**src/rtl/spi_host_pkg.sv**
```systemverilog
package spi_host_pkg;
  localparam int FRAME_MAX = 32;
  localparam int DIV_W     = 3;
  localparam int SEL_W     = 2;

  localparam logic [2:0] A_CTRL  = 3'd0;
  localparam logic [2:0] A_CFG   = 3'd1;
  localparam logic [2:0] A_STAT  = 3'd2;
  localparam logic [2:0] A_DTOP  = 3'd7;

  typedef struct packed {
    logic [1:0]       spare;
    logic [1:0]       len;
    logic             manual;
    logic             man_on;
    logic [SEL_W-1:0] sel;
  } ctrl_t;

  typedef struct packed {
    logic             spare;
    logic [DIV_W-1:0] div;
    logic             irq_en;
    logic             lsb;
    logic             cpha;
    logic             cpol;
  } cfg_t;

  // lowest bit position of the frame window
  function automatic logic [4:0] frame_lo(logic [1:0] len);
    return {~len, 3'b000};
  endfunction

  function automatic logic head_bit(logic [FRAME_MAX-1:0] d, logic [1:0] len, logic lsb);
    logic [4:0] lo;
    lo = frame_lo(len);
    return lsb ? d[lo] : d[FRAME_MAX-1];
  endfunction

  function automatic logic [FRAME_MAX-1:0] shift_in(logic [FRAME_MAX-1:0] d,
                                                     logic [1:0] len, logic lsb, logic b);
    logic [4:0]           lo;
    logic [FRAME_MAX-1:0] win;
    logic [FRAME_MAX-1:0] nd;
    lo  = frame_lo(len);
    win = {FRAME_MAX{1'b1}} << lo;
    nd  = d & ~win;
    if (lsb) begin
      nd = nd | ((d >> 1) & win);
      nd[FRAME_MAX-1] = b;
    end else begin
      nd = nd | ((d << 1) & win);
      nd[lo] = b;
    end
    return nd;
  endfunction
endpackage

```
**src/rtl/spi_host_clkdiv.sv**
```systemverilog
module spi_host_clkdiv
  import spi_host_pkg::*;
#(
  parameter int HALF_UNIT = 4
) (
  input  logic             clk,
  input  logic             rst,
  input  logic             run,
  input  logic [DIV_W-1:0] div,
  output logic             tick
);
  localparam int CNT_W = $clog2(HALF_UNIT << DIV_W) + 1;

  logic [CNT_W-1:0] cnt;
  logic [CNT_W-1:0] half;

  assign half = CNT_W'(HALF_UNIT) * (CNT_W'(div) + CNT_W'(1));
  assign tick = run && (cnt == '0);

  always_ff @(posedge clk) begin
    if (rst)                      cnt <= '0;
    else if (!run || cnt == '0)   cnt <= half - CNT_W'(1);
    else                          cnt <= cnt - CNT_W'(1);
  end
endmodule

```
**src/rtl/spi_host_shift.sv**
```systemverilog
module spi_host_shift
  import spi_host_pkg::*;
(
  input  logic                 clk,
  input  logic                 rst,
  input  logic                 data_we,
  input  logic [1:0]           data_idx,
  input  logic [7:0]           data_wdata,
  input  logic                 start,
  input  logic [1:0]           len_in,
  input  logic                 cpol_in,
  input  logic                 cpha_in,
  input  logic                 lsb_in,
  input  logic                 tick,
  input  logic                 miso,
  output logic                 busy,
  output logic                 sclk,
  output logic                 mosi,
  output logic [FRAME_MAX-1:0] data
);
  logic [FRAME_MAX-1:0] data_w;
  logic [FRAME_MAX-1:0] data_sh;
  logic [6:0]           k;
  logic [6:0]           n2;
  logic [1:0]           len_q;
  logic                 cpha_q;
  logic                 lsb_q;
  logic                 rx_q;

  always_comb begin
    data_w = data;
    data_w[8*data_idx +: 8] = data_wdata;
  end

  assign n2      = 7'({len_q, 4'b0000}) + 7'd16;
  assign data_sh = shift_in(data, len_q, lsb_q, cpha_q ? miso : rx_q);

  always_ff @(posedge clk) begin
    if (rst) begin
      data   <= '0;
      busy   <= 1'b0;
      k      <= '0;
      sclk   <= 1'b0;
      mosi   <= 1'b0;
      rx_q   <= 1'b0;
      len_q  <= '0;
      cpha_q <= 1'b0;
      lsb_q  <= 1'b0;
    end else if (!busy) begin
      sclk <= cpol_in;
      if (data_we) data <= data_w;
      if (start) begin
        busy   <= 1'b1;
        k      <= '0;
        len_q  <= len_in;
        cpha_q <= cpha_in;
        lsb_q  <= lsb_in;
        mosi   <= head_bit(data_w, len_in, lsb_in);
      end
    end else if (tick) begin
      k <= k + 7'd1;
      if (k == n2 + 7'd1) begin
        busy <= 1'b0;
      end else if (k != '0) begin
        sclk <= ~sclk;
        if (k[0]) begin
          if (!cpha_q) rx_q <= miso;
          else         mosi <= head_bit(data, len_q, lsb_q);
        end else begin
          data <= data_sh;
          if (!cpha_q) mosi <= head_bit(data_sh, len_q, lsb_q);
        end
      end
    end
  end
endmodule

```
**src/rtl/spi_host_regs.sv**
```systemverilog
module spi_host_regs
  import spi_host_pkg::*;
(
  input  logic                 clk,
  input  logic                 rst,
  input  logic                 reg_wr,
  input  logic                 reg_rd,
  input  logic [2:0]           reg_addr,
  input  logic [7:0]           reg_wdata,
  input  logic                 busy,
  input  logic                 dev_irq,
  input  logic [FRAME_MAX-1:0] data,
  output logic [7:0]           reg_rdata,
  output ctrl_t                ctrl,
  output cfg_t                 cfg,
  output logic                 irq,
  output logic                 data_we,
  output logic [1:0]           data_idx,
  output logic                 start
);
  logic       accept;
  logic [7:0] rd_mux;

  assign accept   = reg_wr && !busy;
  assign data_we  = accept && reg_addr[2];
  assign data_idx = reg_addr[1:0];
  assign start    = accept && (reg_addr == A_DTOP);

  always_comb begin
    if (reg_addr[2])               rd_mux = data[8*reg_addr[1:0] +: 8];
    else if (reg_addr == A_CTRL)   rd_mux = ctrl;
    else if (reg_addr == A_CFG)    rd_mux = cfg;
    else if (reg_addr == A_STAT)   rd_mux = {6'b0, dev_irq, busy};
    else                           rd_mux = 8'h00;
  end

  always_ff @(posedge clk) begin
    if (rst) begin
      ctrl      <= '0;
      cfg       <= '0;
      reg_rdata <= '0;
      irq       <= 1'b0;
    end else begin
      if (accept && reg_addr == A_CTRL) ctrl <= ctrl_t'(reg_wdata);
      if (accept && reg_addr == A_CFG)  cfg  <= cfg_t'(reg_wdata);
      if (reg_rd) reg_rdata <= rd_mux;
      irq <= dev_irq && cfg.irq_en;
    end
  end
endmodule

```
**src/rtl/spi_host_ctrl.sv**
```systemverilog
module spi_host_ctrl
  import spi_host_pkg::*;
#(
  parameter int NUM_SS    = 4,
  parameter int HALF_UNIT = 4
) (
  input  logic              clk,
  input  logic              rst,
  input  logic              reg_wr,
  input  logic              reg_rd,
  input  logic [2:0]        reg_addr,
  input  logic [7:0]        reg_wdata,
  output logic [7:0]        reg_rdata,
  output logic              sclk_o,
  output logic              mosi_o,
  input  logic              miso_i,
  output logic [NUM_SS-1:0] ss_n_o,
  input  logic              dev_irq_i,
  output logic              irq_o
);
  ctrl_t                ctrl;
  cfg_t                 cfg;
  logic                 busy;
  logic                 tick;
  logic                 data_we;
  logic [1:0]           data_idx;
  logic                 start;
  logic [FRAME_MAX-1:0] data;
  logic                 man_mode;
  logic                 irq_en;
  logic                 sel_act;

  assign man_mode = ctrl.manual;
  assign irq_en   = cfg.irq_en;
  assign sel_act  = ctrl.manual ? ctrl.man_on : busy;

  spi_host_regs u_regs (
    .clk(clk), .rst(rst), .reg_wr(reg_wr), .reg_rd(reg_rd), .reg_addr(reg_addr),
    .reg_wdata(reg_wdata), .busy(busy), .dev_irq(dev_irq_i), .data(data),
    .reg_rdata(reg_rdata), .ctrl(ctrl), .cfg(cfg), .irq(irq_o),
    .data_we(data_we), .data_idx(data_idx), .start(start)
  );

  spi_host_clkdiv #(.HALF_UNIT(HALF_UNIT)) u_div (
    .clk(clk), .rst(rst), .run(busy), .div(cfg.div), .tick(tick)
  );

  spi_host_shift u_shift (
    .clk(clk), .rst(rst), .data_we(data_we), .data_idx(data_idx),
    .data_wdata(reg_wdata), .start(start), .len_in(ctrl.len),
    .cpol_in(cfg.cpol), .cpha_in(cfg.cpha), .lsb_in(cfg.lsb),
    .tick(tick), .miso(miso_i), .busy(busy), .sclk(sclk_o), .mosi(mosi_o),
    .data(data)
  );

  for (genvar g = 0; g < NUM_SS; g++) begin : g_ss
    always_ff @(posedge clk) begin
      if (rst) ss_n_o[g] <= 1'b1;
      else     ss_n_o[g] <= !(sel_act && ctrl.sel == SEL_W'(g));
    end
  end
endmodule

```
**config.mk**
```make
export PLATFORM = sky130hd
export DESIGN_NAME = spi_host_ctrl
export DESIGN_NICKNAME = d
export VERILOG_FILES = /design/src/rtl/spi_host_pkg.sv /design/src/rtl/spi_host_clkdiv.sv /design/src/rtl/spi_host_shift.sv /design/src/rtl/spi_host_regs.sv /design/src/rtl/spi_host_ctrl.sv
export SDC_FILE = /design/constraint.sdc
export NUM_CORES = 1
export LEC_CHECK = 0
export BUFFER_PORTS_ARGS = -buffer_cell sky130_fd_sc_hd__buf_4
export CAP_MARGIN = 20
export CORE_MARGIN = 3
export CORE_UTILIZATION = 39
export CTS_CLUSTER_DIAMETER = 120
export DETAILED_ROUTE_END_ITERATION = 12
export HOLD_SLACK_MARGIN = 0.1
export PLACE_DENSITY_LB_ADDON = 0.05
export SYNTH_ARGS = -nofsm -noshare
export SYNTH_HDL_FRONTEND = slang
export SYNTH_SLANG_ARGS = --single-unit
```
**constraint.sdc**
```tcl
create_clock -name clk -period 2.9 [get_ports clk]
set_input_delay 0.435 -clock clk [delete_from_list [all_inputs] [get_ports clk]]
set_output_delay 0.435 -clock clk [all_outputs]
set_load 0.02 [all_outputs]
```
==> results.txt <==
----------------------------------------------------
[Routing]
  DRC violations left ... 0
  Antenna Nets Post-Route ... 0
  DRC violation total after the first TritonRoute iteration ... 308
  Drt total wl ... roughly 15 mm
  Vias ... 4274
  Detailed-router iteration count before antenna repair ... 5
  Ratio of routed vias to standard cells ... approximately 5.6
  Post-detailed-route wirelength per cell ... around 19 um

[Clock network]
  Max clock buf depth ... 2
  Deepest level of the CTS H-tree ... 3
  CTS tree ... done
  Root buffer cell ... clkbuf_16
  Number of gates given a new drive strength after cts ... 0
  Register clock-pin slew on the reported worst setup and hold paths ... ~0.060 ns
  CTS Buf Count ... 9
  Clock sink total ... 82
  Hold bufs inserted after CTS ... 0
  Clock insertion delay at the later pin of the skew report ... roughly 0.35 ns
  Setup Buffers After CTS ... 0

[Place]
  Count of placed standard cells including taps ... 752
  Sum of net half-perimeters after detailed placement ... approximately 10 mm
  Pre-CTS setup slack ... 0.4187 ns
  Number of buffer cells added on primary ports ... 31
  Final weighted congestion in routability-driven placement ... between 0.8 and 0.9

[Power and ir drop]
  Combinational fraction of design power ... approximately 10%
  Sw Pwr ... a little under 700 uW
  Maximum ir drop on the vdd rail ... between 0.0002 and 0.00025 V
  Internal power of the cells ... around 2100 uW
  Pwr Density ... between 400 and 500 mW/mm^2
  Sequential Power Share ... a little over two fifths
  Proportion of total power due to net switching ... approximately 25%
  Leakage Power ... just under 0.002 uW
  Share of power burned in the clock network ... between 40% and 50%

[Worst setup path]
  Crit path buf inv count ... 1
  Required time of the critical path ... slightly above 3 ns
  Cells along the critical path ... ha_1 -> nor3b_1 -> nand4_1 -> a31oi_4 -> buf_4 -> a21oi_4 -> nor2_1 -> nor3_1
  Setup crit end kind ... register
  Max Fanout on Critical Path ... 12
  R2R depth ... 8
  Start point of the critical path ... u_shift.k[0]
  Reg-to-reg critical path startpoint ... u_shift.k[0]
  Crit. path cell count ... 8
  Crit start category ... register
  Critical path class ... register to register
  Worst path arrival time ... roughly 2.6 ns
  Kind of cell adding the most delay to the critical path ... flip-flops
  Crit-path slowest cell ... dfxtp_1
  Maximum single-stage delay on the critical path ... roughly 0.65 ns

[Floorplan]
  Number of primary I/O pins ... 32
  Die width ... about 120 um
  Starting Density ... approximately two fifths
  Core box area ... between 0.01 and 0.015 sq mm
  Total Die Area ... around 0.014 sq mm
  Core Rows ... 40
  Floorplan die height ... around 120 um

[Synthesis]
  Mapped Cells ... 574
  Number of flops mapped to enable cells by yosys ... 0
  Synth unique cells ... 59
  Most area-consuming cells after synthesis ... dfxtp_1, mux2i_1, nor2_1
  Share of flip-flops with an asynchronous set or reset after synthesis ... 0%
  Top cell type by total area after synthesis ... dfxtp_1
  Synth Warn # ... 0
  Synth Flop Type ... dfxtp_1
  Count of state elements after synthesis ... 82
  Average footprint of a synthesized cell ... 8.506 sq um
  Part of the Yosys area used for sequential elements ... approximately 34%
  Syn_nets ... 606
  Share of the synthesized area in the top cell type ... approximately 34%
  Cell Area, Synth ... approximately 0.0049 sq mm

[Outcome]
  Outcome ... completed

[Timing]
  Setup repair after global routing missed its margin ... no
  Transition time at the pin with the least slew margin ... 0.9181 ns
  Final hold violations ... 0
  # setup viols final ... 0
  Final min period ... 2.411 ns
  Worst slew slack as a fraction of its limit ... just under 40%
  Post-route worst setup slack ... between 0.4 and 0.5 ns
  Fin crit share ... slightly above 80%
  Count of pins over their slew limit ... 0
  Fmax ... just over 400 MHz
  Final setup skew ... slightly above 0.008 ns
  Post-Route Setup TNS ... 0 ns

[Finish]
  Layout Area Growth over Synthesis ... 14.92%
  Ant diodes ... 0
  Fin nets ... between 600 and 700
  Ratio of cells with drive above 1 in the final layout ... between 10 and 15%
  Layout Cells excl Fill ... ~770

[Global route]
  Maximum number of pins on one net before global-route repair ... 77
  Number of antenna violations at the first check in global routing ... 0
  First-pass GRT wire length ... ~23 mm
  Global-route congestion overflow total ... 0
  Total routing usage reported by global routing ... 21.12%
  Via count of the first global-routing pass ... ~4100

[Worst hold path]
  Type of the tightest min-delay check ... primary input to register
  Worst min-delay path startpoint ... dev_irq_i
  Hold path depth ... 3

[Flow run]
  # Max-Cap Violations ... 0

----------------------------------------------------
==> cells in the final DEF (no fill, tap or decap), types with 3 or more instances in the layout <==
cell type / count
o21ai_0: 9
xnor2_1: 7
nand3_1: 8
inv_1: 13
nor4b_1: 4
and3_1: 3
a31oi_1: 7
nor2b_1: 10
mux2_2: 3
mux2i_1: 59
clkbuf_8: 3
xor2_1: 9
dfxtp_1: 81
nand2b_1: 7
buf_4: 45
nor3b_1: 5
and2_1: 3
nand4_1: 3
a221oi_1: 9
ha_1: 15
mux4_2: 8
clkbuf_16: 9
a211oi_1: 22
a21oi_1: 38
a211oi_2: 6
o311ai_0: 3
nor3_1: 24
nand2_1: 43
nor2_1: 106
==> cell families (layout without fill, tap and decap cells) <==
family | after synthesis | after routing | synth area share, %
mux | 70 | 70 | 16.48
buf+inv | 48 | 74 | 4.280
xor+xnor | 16 | 16 | 2.870
simple gates | 228 | 228 | 21.78
fa+ha+maj | 15 | 15 | 3.844
flops | 82 | 82 | 33.62
compound gates | 115 | 115 | 17.12
==> power by group through the flow <==
| stage | logic, uW | clock network (uW) | registers (uW) |
|---|---|---|---|
| floorplan | 191 | 0 | 1210 |
| detailed placement | 284 | 0 | 1220 |
| global route | 311 | 1360 | 1200 |
| finish | 285 | 1290 | 1190 |
| CTS | 285 | 1320 | 1190 |
| global placement | 280 | 0 | 1220 |
==> per-layer routing <==
| metal | wire [um] | track usage, % |
|---|---|---|
| met5 | 0 | 0 |
| met4 | 405 | 9.084 |
| met3 | 517 | 2.883 |
| met2 | 6544 | 31.98 |
| met1 | 7236 | 30.01 |
==> worst reg2reg max path, delay by kind of cell, from the launching register on <==
kind                     cells  cell delay, ns
flip-flops                   1            0.65
AND/OR/NAND/NOR              4            0.64
buffers and inverters        1            0.26
AO/OA/AOI/OAI                2            0.48
adder cells (fa/ha/maj)      1            0.22
==> cell usage after synthesis, types with 10 or more instances <==
cell / n
mux2i_1: 59
inv_1: 13
nand2_1: 43
ha_1: 15
nor2b_1: 10
nor3_1: 24
dfxtp_1: 82
a211oi_1: 22
clkbuf_1: 20
a21oi_1: 38
nor2_1: 106
==> metrics by stage <==
step	power (uW)	hold slack (ns)	instance area, sq um	util [%]
2_1_floorplan	1397	0.4036	4882	-
3_3_place_gp	1497	0.4451	5271	43.52
3_5_place_dp	1501	0.4493	5271	43.52
4_1_cts	2797	0.3277	5610	46.32
5_1_grt	2871	0.3548	5610	46.32
6_report	2771	0.3325	5610	46.32
==> layout make-up <==
class,count,area (sq um)
clock buffers,12,266.5
clock inverters,4,72.57
fillers,1240,6501
inverters,13,48.80
multi-input cells,444,3032
flip-flops and latches,82,1643
well taps,168,210.2
repair buffers,45,337.8
==> worst paths after layout <==
check,end,slack (ns)
setup / recovery,register,0.49
hold / removal,u_regs.irq,0.33
setup reg to reg,register,0.49
hold reg to reg,u_div.cnt[0],0.46
Power figures use the tool's default switching activity.
